**config.mk**
```make
export PLATFORM = sky130hd
export DESIGN_NAME = irq_vector_ctrl
export DESIGN_NICKNAME = d
export VERILOG_FILES = /design/src/rtl/irq_vector_pkg.sv /design/src/rtl/irq_vector_datapath.sv /design/src/rtl/irq_vector_control.sv /design/src/rtl/irq_vector_ctrl.sv
export SDC_FILE = /design/constraint.sdc
export NUM_CORES = 1
export LEC_CHECK = 0
export BUFFER_PORTS_ARGS = -buffer_cell sky130_fd_sc_hd__clkbuf_2
export CORE_ASPECT_RATIO = 0.5
export CORE_MARGIN = 2
export CORE_UTILIZATION = 35
export DETAILED_ROUTE_END_ITERATION = 8
export GPL_ROUTABILITY_DRIVEN = 0
export PLACE_DENSITY = 0.62
export SYNTH_ARGS = -nofsm -noshare
export SYNTH_HDL_FRONTEND = slang
export SYNTH_SLANG_ARGS = --single-unit
```
**constraint.sdc**
```tcl
create_clock -name clk -period 4.5 [get_ports clk]
set_input_delay 0.9 -clock clk [delete_from_list [all_inputs] [get_ports clk]]
set_output_delay 0.9 -clock clk [all_outputs]
set_load 0.005 [all_outputs]
```
**src/rtl/irq_vector_pkg.sv**
```systemverilog
package irq_vector_pkg;
  // strobes from control to datapath, both asserted on a dispatch cycle
  typedef struct packed {
    logic take;     // clear the winner's flag if self-clearing
    logic loadVec;  // capture the winner's vector
  } ctlStrobes_t;
endpackage

```
**src/rtl/irq_vector_datapath.sv**
```systemverilog
module irq_vector_datapath
  import irq_vector_pkg::*;
#(
  parameter int NUM_SRC = 20,
  parameter int ADDR_W = 16,
  parameter int VEC_BASE = 2,
  parameter int VEC_STRIDE = 2,
  parameter logic [NUM_SRC-1:0] SELF_CLR_MASK = NUM_SRC'(20'h00100)
) (
  input  logic               clk,
  input  logic               rstN,
  input  logic [NUM_SRC-1:0] srcEvent,
  input  logic [NUM_SRC-1:0] srcClear,
  input  logic               enWrite,
  input  logic [NUM_SRC-1:0] enData,
  input  ctlStrobes_t        strb,
  output logic               anyPend,
  output logic [NUM_SRC-1:0] flagOut,
  output logic [ADDR_W-1:0]  vecOut
);
  localparam int IDX_W = $clog2(NUM_SRC);
  localparam logic [ADDR_W-1:0] VEC_LO = ADDR_W'(VEC_BASE);
  localparam logic [ADDR_W-1:0] VEC_HI = ADDR_W'(VEC_BASE + VEC_STRIDE * (NUM_SRC - 1));

  logic [NUM_SRC-1:0] flagQ, flagNext, enQ, pend, lowerAny, winOH, autoClr;
  logic [IDX_W-1:0]   winIdx;
  logic [ADDR_W-1:0]  vecQ, vecNext;

  assign pend    = flagQ & enQ;
  assign anyPend = |pend;

  // lowest index wins: a source wins when no lower source is pending
  for (genvar i = 0; i < NUM_SRC; i++) begin : g_prio
    if (i == 0) begin : g_first
      assign lowerAny[i] = 1'b0;
    end else begin : g_rest
      assign lowerAny[i] = |pend[i-1:0];
    end
    assign winOH[i] = pend[i] & ~lowerAny[i];
  end

  always_comb begin
    winIdx = '0;
    for (int k = 0; k < NUM_SRC; k++) begin
      if (winOH[k]) winIdx = IDX_W'(k);
    end
  end

  assign vecNext = VEC_LO + ADDR_W'(VEC_STRIDE) * ADDR_W'(winIdx);

  // flag update: a new event beats any clear on the same edge
  for (genvar i = 0; i < NUM_SRC; i++) begin : g_flag
    assign autoClr[i]  = strb.take & winOH[i] & SELF_CLR_MASK[i];
    assign flagNext[i] = srcEvent[i] | (flagQ[i] & ~srcClear[i] & ~autoClr[i]);
  end

  always_ff @(posedge clk or negedge rstN) begin
    if (!rstN) begin
      flagQ <= '0;
      enQ   <= '0;
      vecQ  <= '0;
    end else begin
      flagQ <= flagNext;
      if (enWrite) enQ <= enData;
      if (strb.loadVec) vecQ <= vecNext;
    end
  end

  assign flagOut = flagQ;
  assign vecOut  = vecQ;

  assert_win_onehot_R7: assert property (@(posedge clk) disable iff (!rstN)
    $onehot0(winOH) && ((|winOH) == anyPend));

  assert_only_enabled_R4: assert property (@(posedge clk) disable iff (!rstN)
    strb.take |-> |(flagQ & enQ));

  assert_flags_held_R3: assert property (@(posedge clk) disable iff (!rstN)
    (!strb.take && !(|srcEvent) && !(|srcClear)) |=> $stable(flagQ));

  assert_vec_stable_R9: assert property (@(posedge clk) disable iff (!rstN)
    !strb.loadVec |=> $stable(vecQ));

  assert_vec_in_table_R6: assert property (@(posedge clk) disable iff (!rstN)
    strb.loadVec |=> (vecQ >= VEC_LO && vecQ <= VEC_HI));

  assert_self_clear_R8: assert property (@(posedge clk) disable iff (!rstN)
    (strb.take && |(winOH & SELF_CLR_MASK & ~srcEvent)) |=> ((flagQ & $past(winOH)) == '0));
endmodule

```
**src/rtl/irq_vector_control.sv**
```systemverilog
module irq_vector_control
  import irq_vector_pkg::*;
(
  input  logic        clk,
  input  logic        rstN,
  input  logic        anyPend,
  input  logic        coreReady,
  input  logic        gieWrite,
  input  logic        gieData,
  input  logic        retStb,
  output ctlStrobes_t strb,
  output logic        ackOut,
  output logic        gieOut
);
  logic gieQ, gieNext, ackQ, take;

  assign take = anyPend & gieQ & coreReady;

  // dispatch clear beats return strobe, which beats a software write
  always_comb begin
    gieNext = gieQ;
    if (gieWrite) gieNext = gieData;
    if (retStb)   gieNext = 1'b1;
    if (take)     gieNext = 1'b0;
  end

  always_ff @(posedge clk or negedge rstN) begin
    if (!rstN) begin
      gieQ <= 1'b0;
      ackQ <= 1'b0;
    end else begin
      gieQ <= gieNext;
      ackQ <= take;
    end
  end

  assign strb.take    = take;
  assign strb.loadVec = take;
  assign ackOut = ackQ;
  assign gieOut = gieQ;

  assert_ack_pulse_R5: assert property (@(posedge clk) disable iff (!rstN)
    ackQ |=> !ackQ);

  assert_ack_drops_gie_R5: assert property (@(posedge clk) disable iff (!rstN)
    ackQ |-> !gieQ);

  assert_no_take_gie_off_R3: assert property (@(posedge clk) disable iff (!rstN)
    !gieQ |=> !ackQ);

  assert_reti_sets_R10: assert property (@(posedge clk) disable iff (!rstN)
    (retStb && !take) |=> gieQ);

  assert_ready_gate_R11: assert property (@(posedge clk) disable iff (!rstN)
    !coreReady |=> !ackQ);
endmodule

```
**src/rtl/irq_vector_ctrl.sv**
```systemverilog
module irq_vector_ctrl
  import irq_vector_pkg::*;
#(
  parameter int NUM_SRC = 20,
  parameter int ADDR_W = 16,
  parameter int VEC_BASE = 2,
  parameter int VEC_STRIDE = 2,
  parameter logic [NUM_SRC-1:0] SELF_CLR_MASK = NUM_SRC'(20'h00100)
) (
  input  logic               clk,
  input  logic               rstN,
  input  logic [NUM_SRC-1:0] srcEvent,
  input  logic [NUM_SRC-1:0] srcClear,
  input  logic               enWrite,
  input  logic [NUM_SRC-1:0] enData,
  input  logic               gieWrite,
  input  logic               gieData,
  input  logic               retStb,
  input  logic               coreReady,
  output logic               ackOut,
  output logic [ADDR_W-1:0]  vecOut,
  output logic               gieOut,
  output logic [NUM_SRC-1:0] flagOut
);
  ctlStrobes_t strb;
  logic        anyPend;

  irq_vector_control u_ctl (
    .clk(clk), .rstN(rstN), .anyPend(anyPend), .coreReady(coreReady),
    .gieWrite(gieWrite), .gieData(gieData), .retStb(retStb),
    .strb(strb), .ackOut(ackOut), .gieOut(gieOut)
  );

  irq_vector_datapath #(
    .NUM_SRC(NUM_SRC), .ADDR_W(ADDR_W), .VEC_BASE(VEC_BASE),
    .VEC_STRIDE(VEC_STRIDE), .SELF_CLR_MASK(SELF_CLR_MASK)
  ) u_dp (
    .clk(clk), .rstN(rstN), .srcEvent(srcEvent), .srcClear(srcClear),
    .enWrite(enWrite), .enData(enData), .strb(strb),
    .anyPend(anyPend), .flagOut(flagOut), .vecOut(vecOut)
  );
endmodule

```
==> summary.md, run 1 <==
| Metric | Value |
|---|---|
| Worst-path clk slew | ~0.070 ns |
| Sequential fraction of the synthesis area | 0.543 |
| Crit path launch type | flop |
| Total Wirelength | 5.02 mm |
| Synth cell count leaders | dfrtp_1, inv_1, mux2_2 |
| Die Y | around 60 um |
| Hold_buf cts | 0 |
| Main synth FF type | dfrtp_1 |
| Synth Cell Area | between 2000 and 2500 um2 |
| Run status | completed |
| First-pass GRT wire length | roughly 8.4 mm |
| GRT Overall Usage | 0.159 |
| Kind of critical path | reg2reg |
| Worst min-delay path class | reg2reg |
| RR Endpoint | u_dp.vecOut[5] |
| Width of the die | ~120 um |
| CTS buffer count | 5 |
| Static Leak | around 1.5 nW |
| Total Neg Setup Slack | 0 ns |
| Routed vias/inst | about 4.7 |
| # setup viols final | 0 |
| Pwr dens | roughly 370 nW/um2 |
| Switching Fraction | 0.269 |
| Sink Count | 48 |
| Drt pass-1 iters | 4 |
| Slew HR | 0.589 |
| Worst EP arrival | around 2.6 ns |
| Final Max Slew Viols | 0 |
| Latest clock arrival within the worst-skew pair | ~0.29 ns |
| Max_cap viols | 0 |
| EDFF count, synth | 0 |
| Slowest cell on crit path | o311a_1 |
| Worst slew pin tran | approximately 0.62 ns |
| Die area | ~7000 um2 |
| Residual DRC | 0 |
| ANT cells | 0 |
| Final hold vios | 0 |
| Total power | around 0.0011 W |
| Clock Skews | 0.00508 ns |
| CP peak stage delay | between 0.4 and 0.5 ns |
| Number of setup buffers added after CTS | 0 |
| Post-synth top area cell | dfrtp_1 |
| Nets | 356 |
| DRT iter0 DRCs | 33 |
| Dpl hpwl | between 3 and 4 mm |
| Fraction of layout cells with a size suffix above 1 | 0.446 |
| Buf/Inv on CP | 0 |
| Worst r2r path cells | 9 |
| Gr ovfl total | 0 |
| Hold Path End | u_dp.vecOut[6] |
| CTS H-Tree Depth | 2 |
| Psw | roughly 0.00029 W |
| Antenna violations before repair | 0 |
| CP top delay family | compound AO/OA/AOI/OAI gates |
| Port buffer count | 94 |
| Final Cycle Share | 0.533 |
| Async S/R FF share, synth | 1.00 |
| Comb pwr share | 0.181 |
| Vias | around 1800 |
| Netlist cell types | 36 |
| Setup slack, reg-to-reg | between 2 and 2.5 ns |
| Fin Hold WS | slightly below 0.5 ns |
| CTS tree | built |
| Seq cells post-synth | 48 |
| Min-Delay Startpoint | u_dp.vecOut[6] |
| Largest cells by area after synthesis | dfrtp_1, mux2_2, a21o_1, inv_1, buf_4 |
| Peak supply drop | about 150 uV |
| RSZ-0062 raised after global routing | no |
| # fillers | about 600 |
| Synth warnings | 0 |
| Cells along the critical path | a22o_1, nor2_1, nand3_1, o311a_1, o41ai_1, ha_1, a21oi_1, nor4_1, o22a_1 |
| Cells after Synth | between 150 and 200 |
| Initial Util | 0.364 |
| Core ar. | just over 6000 um2 |
| Post-DP Area | roughly 2800 um2 |
| Synth-to-layout area growth | 31.1% |
| Hold-critical path depth | 1 |
| Root Driver | clkbuf_16 |
| Worst flop-to-flop path startpoint | u_dp.flagOut[2] |
| Post-synth top area share | 0.543 |
| CTS Buffer Depth | 2 |
| Design area | around 2900 um2 |
| Tmin final | ~2.4 ns |
| Clk pwr share | 0.343 |
| Nature of the critical path endpoint | flop |
| Crit path required time | approximately 4.7 ns |
| Resize count post-CTS | 0 |
| Syn Area/Cell | around 12 um2 |
| Vias in the first global route | between 1500 and 2000 |
| Achievable frequency | 417 MHz |
| P_int | roughly 0.00079 W |
| Mean routed wirelength per cell | 13.3 um |
| Sequential Power Share | 0.476 |
| Io pins | about 110 |
| Largest net degree at the start of global routing | 49 |
| Final ANT Viol Nets | 0 |
| # rows | 20 |
| Crit Path Max Fanout | 6 |
| Most common cell in the netlist | dfrtp_1 |
[layout by cell type, fill, tap and decap left out, drive strengths merged, types with 3 or more instances in the layout]
| cell | n |
|---|---|
| clkbuf | 99 |
| dfrtp | 48 |
| mux2 | 23 |
| inv | 21 |
| a21o | 19 |
| nand2 | 14 |
| conb | 10 |
| a22oi | 8 |
| a21oi | 7 |
| a22o | 5 |
| nor2 | 3 |
| nand3 | 3 |
| o21ai | 3 |
[worst max path at each step]
stage | slack, ns | from | to | cells after the start
6_report | 2.10 | u_dp.flagOut[2] | u_dp.vecOut[5] | 9
5_1_grt | 1.83 | u_dp.flagOut[2] | u_dp.vecOut[5] | 9
4_1_cts | 2.11 | u_dp.flagOut[2] | u_dp.vecOut[5] | 9
3_5_place_dp | 2.13 | u_dp.flagOut[1] | u_dp.vecOut[5] | 9
3_3_place_gp | 2.26 | u_dp.flagOut[2] | u_dp.vecOut[5] | 9
2_1_floorplan | 2.39 | u_dp.flagOut[2] | u_dp.vecOut[3] | 8
[layer usage]
layer | global-route usage | part of all wire
met1 | 0.201 | 0.45
met5 | 0 | 0
met4 | 0.0561 | 0.013
met2 | 0.269 | 0.49
met3 | 0.0385 | 0.048
[registers in the layout, indices dropped and copies added (netlist names)]
| register | count |
|---|---|
| u_dp.vecOut | 6 |
| u_dp.enQ | 20 |
| u_ctl.gieOut | 1 |
| u_ctl.ackOut | 1 |
| u_dp.flagOut | 20 |
[layout make-up]
class                      instances  area, um2  share of cell area
inverter                          21       78.8              0.0272
timing repair buffer              95        478               0.165
multi-input combinational        117        885               0.305
clock inverter                     3       23.8             0.00819
clock buffer                       5        125              0.0431
tap                               88        110              0.0379
sequential                        48       1200               0.414
[kinds of logic (layout without fill, tap and decap cells)]
family	after synthesis	count (layout)	share of synthesized area
compound gates	55	55	0.187
flops	48	48	0.543
buf+inv	33	124	0.0729
simple gates	27	27	0.0644
mux	23	23	0.122
fa+ha+maj	1	1	0.00565
other cells	1	10	0.00169
xor+xnor	1	1	0.00396
[power groups by stage]
stage / registers, W / clock network, W / logic [W]
6_report: 0.000514 / 0.000371 / 0.000195
5_1_grt: 0.000522 / 0.000402 / 0.000220
4_1_cts: 0.000515 / 0.000381 / 0.000198
3_5_place_dp: 0.000522 / 0 / 0.000197
3_3_place_gp: 0.000520 / 0 / 0.000195
2_1_floorplan: 0.000516 / 0 / 0.000115
[through the flow]
step,setup slack [ns],util,cells
detailed placement,2.13,0.453,369
CTS,2.11,0.477,377
global route,1.83,0.477,377
global placement,2.26,0.453,369
floorplan,2.39,-,198
finish,2.10,0.477,377
No activity file was read; power rests on OpenSTA's default activity.
==> inputs of run 2 (changes only) <==
--- a/config.mk
+++ b/config.mk
@@ -5,13 +5,14 @@
 export SDC_FILE = /design/constraint.sdc
 export NUM_CORES = 1
 export LEC_CHECK = 0
+export ABC_AREA = 1
 export BUFFER_PORTS_ARGS = -buffer_cell sky130_fd_sc_hd__clkbuf_2
 export CORE_ASPECT_RATIO = 0.5
 export CORE_MARGIN = 2
 export CORE_UTILIZATION = 35
 export DETAILED_ROUTE_END_ITERATION = 8
 export GPL_ROUTABILITY_DRIVEN = 0
-export PLACE_DENSITY = 0.62
+export PLACE_DENSITY = 0.63
 export SYNTH_ARGS = -nofsm -noshare
 export SYNTH_HDL_FRONTEND = slang
 export SYNTH_SLANG_ARGS = --single-unit
==> constraint.sdc (replaced) <==
create_clock -name clk -period 2.1 [get_ports clk]
set_input_delay 0.42 -clock clk [delete_from_list [all_inputs] [get_ports clk]]
set_output_delay 0.42 -clock clk [all_outputs]
set_load 0.005 [all_outputs]
==> summary.md, run 2 <==
| Metric | Value |
|---|---|
| Worst EP arrival | 2.01 ns (-0.62 ns) |
| # rows | 21 (+5.0%) |
| Slowest cell on crit path | dfrtp_1 |
| CP most frequent cell | nand2_1 |
| Latest clock arrival within the worst-skew pair | 0.29 ns (about the same) |
| Sequential Power Share | 0.451 (-0.025) |
| Achievable frequency | 563 MHz (+35%) |
| Mean routed wirelength per cell | 10.8 um (-19%) |
| Netlist cell types | 28 (-22%) |
| Crit Path Max Fanout | 4 (-2) |
| Fraction of the mapped netlist area in simple logic gates | 0.219 (+0.154) |
| DRT iter0 DRCs | 51 (+55%) |
| # setup viols final | 0 (unchanged) |
| Kind of critical path | reg2reg |
| Syn Area/Cell | 9.71 um2 (-17%) |
| CTS H-Tree Depth | 2 (unchanged) |
| Cells along the critical path | nand2_1, nand2_1, inv_1, nand3_2, nor2_4, nand3_1, nand4_1, ha_1, inv_1, nand4_1, nand3_2, nand2_1 |
| Residual DRC | 0 (unchanged) |
| Most common cell in the netlist | dfrtp_1 |
| Adder-cell share of the synthesized area | 0.00522 (-0.000436) |
| ANT cells | 0 (unchanged) |
| Largest family of logic cells by synthesized area | simple AND/OR/NAND/NOR gates |
| Pwr dens | 765 nW/um2 (+110%) |
| CP peak stage delay | 0.39 ns (-0.05 ns) |
| Worst slew pin tran | 0.598 ns (-0.0181 ns) |
| GRT Overall Usage | 0.133 (-0.0256) |
| EDFF count, synth | 0 (unchanged) |
| Synth warnings | 0 (unchanged) |
| Antenna violations before repair | 0 (unchanged) |
| Static Leak | 1.74 nW (+15%) |
| Number of setup buffers added after CTS | 0 (unchanged) |
| Psw | 0.000606 W (+110%) |
| Final core utilization | 0.467 (-0.0102) |
| Cells after Synth | 247 (+31%) |
| Vias | 1927 (+7.9%) |
| Commonest non-fill, non-tap cells in the layout | clkbuf_2, dfrtp_1, nand2_1, inv_1, mux2_2 |
| Seq cells post-synth | 48 (unchanged) |
| Setup Slack @ Placement | 0.302 ns (-1.83 ns) |
| Resize count post-CTS | 0 (unchanged) |
| Post-synthesis mux area share | 0.0939 (-0.0282) |
| CP top delay family | simple AND/OR/NAND/NOR gates |
| Total Neg Setup Slack | 0 ns (unchanged) |
| Xor/xnor share of the synthesized area | 0 (-0.00396) |
| Main synth FF type | dfrtp_1 |
| Post-route setup slack | 0.323 ns (-1.78 ns) |
| Crit path required time | 2.33 ns (-2.40 ns) |
| Slew HR | 0.601 (+0.0120) |
| Die Y | 62.5 um (+3.8%) |
| First-pass GRT wire length | 8.16 mm (-2.3%) |
| Final Max Slew Viols | 0 (unchanged) |
| Buf/Inv on CP | 2 (+2) |
| Final hold vios | 0 (unchanged) |
| Hold_buf cts | 0 (unchanged) |
| Initial Util | 0.361 (-0.00318) |
| Post-synth top area share | 0.501 (-0.0419) |
| Async S/R FF share, synth | 1.00 (unchanged) |
| Sequential fraction of the synthesis area | 0.501 (-0.0419) |
| Switching Fraction | 0.255 (-0.0134) |
| Largest net degree at the start of global routing | 49 (unchanged) |
| Fin Hold WS | 0.226 ns (-0.267 ns) |
| CTS Buffer Depth | 2 (unchanged) |
| Nets | 414 (+16%) |
| Tmin final | 1.78 ns (-0.623 ns) |
| P_int | 0.00177 W (+120%) |
| Vias in the first global route | 1894 (+4.8%) |
| Port buffer count | 94 (unchanged) |
| Worst min-delay path class | in2async |
| Run status | completed |
| Total Wirelength | 4.75 mm (-5.3%) |
| Synth Area in Compound Gates | 0.0814 (-0.105) |
| Width of the die | 121 um (+4.0%) |
| Nature of the critical path endpoint | flop |
| Final Cycle Share | 0.846 (+0.313) |
| Sink Count | 48 (unchanged) |
| Synth Cell Area | 2400 um2 (+8.4%) |
| Max_cap viols | 0 (unchanged) |
| Post-synth top area cell | dfrtp_1 |
| Drt pass-1 iters | 4 (unchanged) |
| Routed vias/inst | 4.39 (-7.3%) |
| Most common cell after layout, fill and taps aside | clkbuf_2 |
| Final ANT Viol Nets | 0 (unchanged) |
| Synth-to-layout area growth | 29.4% |
| Fraction of layout cells with a size suffix above 1 | 0.418 (-0.0285) |
| Root Driver | clkbuf_16 |
| RSZ-0062 raised after global routing | no |
| Clk pwr share | 0.372 (+0.029) |
| Comb pwr share | 0.176 (-0.005) |
| Clock Skews | 0.00397 ns (-0.00111 ns) |
| Worst-path clk slew | 0.06 ns (about the same) |
| CTS buffer count | 5 (unchanged) |
| Peak supply drop | 331 uV (+120%) |
| Gr ovfl total | 0 (unchanged) |
| Die area | 7570 um2 (+7.9%) |
| Synth cell count leaders | dfrtp_1, nand2_1, inv_1 |
| CTS tree | built |
| Core ar. | 6650 um2 (+9.3%) |
| Io pins | 105 (unchanged) |
| Largest cells by area after synthesis | dfrtp_1, mux2_2, nand2_1, inv_1, o21bai_1 |
| Crit path launch type | flop |
| Dpl hpwl | 3.86 mm (-1.3%) |
-- run 2: cell count changes after synthesis, moves of 5 or more --
cell      change
nand2_1      +30
a21o_1       -19
o21bai_1     +19
inv_1        +17
nand3_1       +9
a22oi_1       -8
nand2_2       +8
nor2_1        +8
nand4_1       +7
a21oi_1       -5
a22o_1        -5
-- run 2: cell families after synthesis --
family / after synthesis
simple gates: 98
buf+inv: 51
flops: 48
compound gates: 28
mux: 20
fa+ha+maj: 1
other cells: 1
-- run 2: metal layers --
layer	global-route usage	vias to the layer above	routed length, um
met5	0	-	0
met4	0.0480	0	50
met1	0.170	894	2130
li1	-	973	-
met3	0.0319	5	278
met2	0.221	55	2290
-- run 2: through the flow --
step / cell area (um2) / power, W / instances
finish: 3100 / 0.00238 / 439
global route: 3100 / 0.00251 / 439
CTS: 3100 / 0.00242 / 439
detailed placement: 2940 / 0.00152 / 431
floorplan: 2430 / 0.00135 / 256
global placement: 2940 / 0.00151 / 431
-- run 2: power by group through the flow --
stage          clock network (W)  logic, W  registers (W)
6_report                0.000884  0.000419        0.00107
5_1_grt                 0.000950  0.000479        0.00109
4_1_cts                 0.000921  0.000428        0.00107
3_5_place_dp                   0  0.000427        0.00109
3_3_place_gp                   0  0.000422        0.00109
2_1_floorplan                  0  0.000263        0.00108
-- run 2: path summary, 6_finish.rpt --
check / end / slack [ns] / from / cells past startpoint
max in group asynchronous: u_dp.enQ[8] / 1.48 / rstN / 2
worst max register to register: u_dp.vecOut[3] / 0.32 / u_dp.flagOut[12] / 12
worst min-delay path: u_dp.flagOut[14] / 0.23 / rstN / 2
worst min register to register: u_dp.vecOut[2] / 0.48 / u_dp.vecOut[2] / 2
min in group clk: u_dp.flagOut[0] / 0.30 / srcClear[0] / 2
worst max-delay path: u_dp.vecOut[3] / 0.32 / u_dp.flagOut[12] / 12
-- run 2: final cells by class --
cell class                      instances  area [um2]
Clock inverter                          2        35.0
Multi-Input combinational cell        157         995
Fill cell                             674        3540
Sequential cell                        48        1200
Inverter                               39         151
Clock buffer                            6         129
Timing Repair Buffer                   95         478
Tap cell                               92         115
==> inputs of run 3 (changes only) <==
--- a/config.mk
+++ b/config.mk
@@ -12,7 +12,7 @@
 export CORE_UTILIZATION = 35
 export DETAILED_ROUTE_END_ITERATION = 8
 export GPL_ROUTABILITY_DRIVEN = 0
-export PLACE_DENSITY = 0.63
+export PLACE_DENSITY = 0.61
 export SYNTH_ARGS = -nofsm -noshare
 export SYNTH_HDL_FRONTEND = slang
 export SYNTH_SLANG_ARGS = --single-unit
==> constraint.sdc (replaced) <==
create_clock -name clk -period 1.84 [get_ports clk]
set_input_delay 0.368 -clock clk [delete_from_list [all_inputs] [get_ports clk]]
set_output_delay 0.368 -clock clk [all_outputs]
set_load 0.005 [all_outputs]
==> summary.md, run 3 (synthesis gave the netlist of run 2 again) <==
| Metric | Value |
|---|---|
| Run status | completed |
| Most common cell after layout, fill and taps aside | clkbuf_2 |
| Static Leak | 1.79 nW (+2.8%) |
| Kind of critical path | reg2reg |
| Sink Count | 48 (unchanged) |
| Total Wirelength | 5.16 mm (+8.6%) |
| Max_cap viols | 0 (unchanged) |
| Crit path launch type | flop |
| # rows | 21 (unchanged) |
| Final Max Slew Viols | 0 (unchanged) |
| Post-route setup slack | 0.0758 ns (-0.247 ns) |
| Nets | 424 (+2.4%) |
| CTS tree | built |
| Clock Skews | 0.00198 ns (-0.00198 ns) |
| Nature of the critical path endpoint | flop |
| Routed vias/inst | 4.48 (+2.0%) |
| Fin Hold WS | 0.0327 ns (-0.194 ns) |
| Dpl hpwl | 4.11 mm (+6.5%) |
| P_int | 0.00198 W (+12%) |
| Initial Util | 0.361 (unchanged) |
| Comb pwr share | 0.197 (+0.021) |
| Core ar. | 6650 um2 (unchanged) |
| Largest net degree at the start of global routing | 21 (-57%) |
| Die Y | 62.5 um (unchanged) |
| Clk pwr share | 0.349 (-0.023) |
| Vias in the first global route | 1852 (-2.2%) |
| Root Driver | clkbuf_16 |
| Final Cycle Share | 0.959 (+0.112) |
| Worst slew pin tran | 0.566 ns (-0.0318 ns) |
| Worst min-delay path class | in2async |
| Fraction of layout cells with a size suffix above 1 | 0.469 (+0.0512) |
| Design area | 3220 um2 (+3.6%) |
| Psw | 0.000721 W (+19%) |
| Peak supply drop | 362 uV (+9.3%) |
| RSZ-0062 raised after global routing | yes |
| Hold_buf cts | 0 (unchanged) |
| Synth-to-layout area growth | 34.1% |
| Crit path required time | 2.07 ns (-0.26 ns) |
| Final hold vios | 0 (unchanged) |
| First-pass GRT wire length | 8.49 mm (+4.0%) |
| # setup viols final | 0 (unchanged) |
| Port buffer count | 94 (unchanged) |
| Antenna violations before repair | 0 (unchanged) |
| Post-DP Area | 2950 um2 (+0.26%) |
| Commonest non-fill, non-tap cells in the layout | clkbuf_2, dfrtp_1, nand2_1, inv_1, mux2_2 |
| Total power | 0.00270 W (+14%) |
| CTS buffer count | 5 (unchanged) |
| Latest clock arrival within the worst-skew pair | 0.28 ns (about the same) |
| Worst EP arrival | 1.99 ns (-0.02 ns) |
| Switching Fraction | 0.267 (+0.0119) |
| ANT cells | 0 (unchanged) |
| Gr ovfl total | 0 (unchanged) |
| Mean routed wirelength per cell | 11.5 um (+6.4%) |
| Sequential Power Share | 0.454 (+0.003) |
| Pwr dens | 840 nW/um2 (+9.7%) |
| CTS H-Tree Depth | 2 (unchanged) |
| Width of the die | 121 um (unchanged) |
| Tmin final | 1.76 ns (-0.0132 ns) |
| DRT iter0 DRCs | 41 (-20%) |
| Residual DRC | 0 (unchanged) |
| Die area | 7570 um2 (unchanged) |
| Vias | 2005 (+4.0%) |
| Slew HR | 0.623 (+0.0212) |
| Setup Slack @ Placement | 0.0138 ns (-0.288 ns) |
| GRT Overall Usage | 0.137 (+0.00398) |
| Io pins | 105 (unchanged) |
| Drt pass-1 iters | 4 (unchanged) |
| Crit Path Max Fanout | 4 (unchanged) |
| Worst-path clk slew | 0.06 ns (about the same) |
| CTS Buffer Depth | 2 (unchanged) |
| Achievable frequency | 567 MHz (+0.75%) |
| Final ANT Viol Nets | 0 (unchanged) |
-- run 3: worst paths after layout --
path,start,to,slack [ns],cells after the start
max in group asynchronous,rstN,u_dp.flagOut[3],1.22,2
max,u_dp.flagOut[8],u_dp.vecOut[3],0.08,12
max reg2reg,u_dp.flagOut[8],u_dp.vecOut[3],0.08,12
min reg2reg,u_dp.vecOut[4],u_dp.vecOut[4],0.49,2
min,rstN,u_dp.flagOut[17],0.03,1
min in group clk,srcClear[5],u_dp.flagOut[5],0.26,2
-- run 3: per-stage QoR --
| stage | cells | utilization | setup TNS, ns |
|---|---|---|---|
| finish | 448 | 0.484 | 0 |
| global route | 448 | 0.484 | -0.104 |
| CTS | 439 | 0.467 | 0 |
| detailed placement | 432 | 0.443 | 0 |
| global placement | 432 | 0.443 | 0 |
| floorplan | 256 | - | 0 |
-- run 3: final cells by class --
class	count	area, um2
multi-input combinational	157	1040
fill	636	3430
inverter	39	151
sequential	48	1200
clock buffer	7	153
timing repair buffer	105	553
tap	92	115
-- run 3: power by group through the flow --
stage / Combinational [W] / Sequential [W] / Clock, W
6_report: 0.000533 / 0.00122 / 0.000942
5_1_grt: 0.000600 / 0.00124 / 0.00101
4_1_cts: 0.000496 / 0.00123 / 0.000963
3_5_place_dp: 0.000494 / 0.00124 / 0
3_3_place_gp: 0.000484 / 0.00124 / 0
2_1_floorplan: 0.000300 / 0.00124 / 0
-- run 3: what timing repair did --
| item | in CTS | in global routing |
|---|---|---|
| setup buffers | 0 | 9 |
| endpoints found under the setup margin | 1 | 3 |
| pin swaps | 0 | 18 |
| resized for setup | 1 | 15 |
-- run 3: critical path: stages, from the launching register on --
cell and delay [ns]:
dfrtp_1 0.41, nand2_2 0.11, nand2_4 0.07, nor2_4 0.16, nand3_2 0.11, nor2_4 0.17
nand3_2 0.11, nand4_1 0.11, ha_2 0.22, inv_2 0.03, nand4_1 0.08, nand3_2 0.06
nand2_1 0.06
-- run 3: routing by layer --
layer  GRT usage  vias up  share of wire
li1            -      991              -
met1       0.184      952           0.45
met2       0.231       56           0.50
met3      0.0319        6          0.045
met4      0.0218        0         0.0078
met5           0        -              0
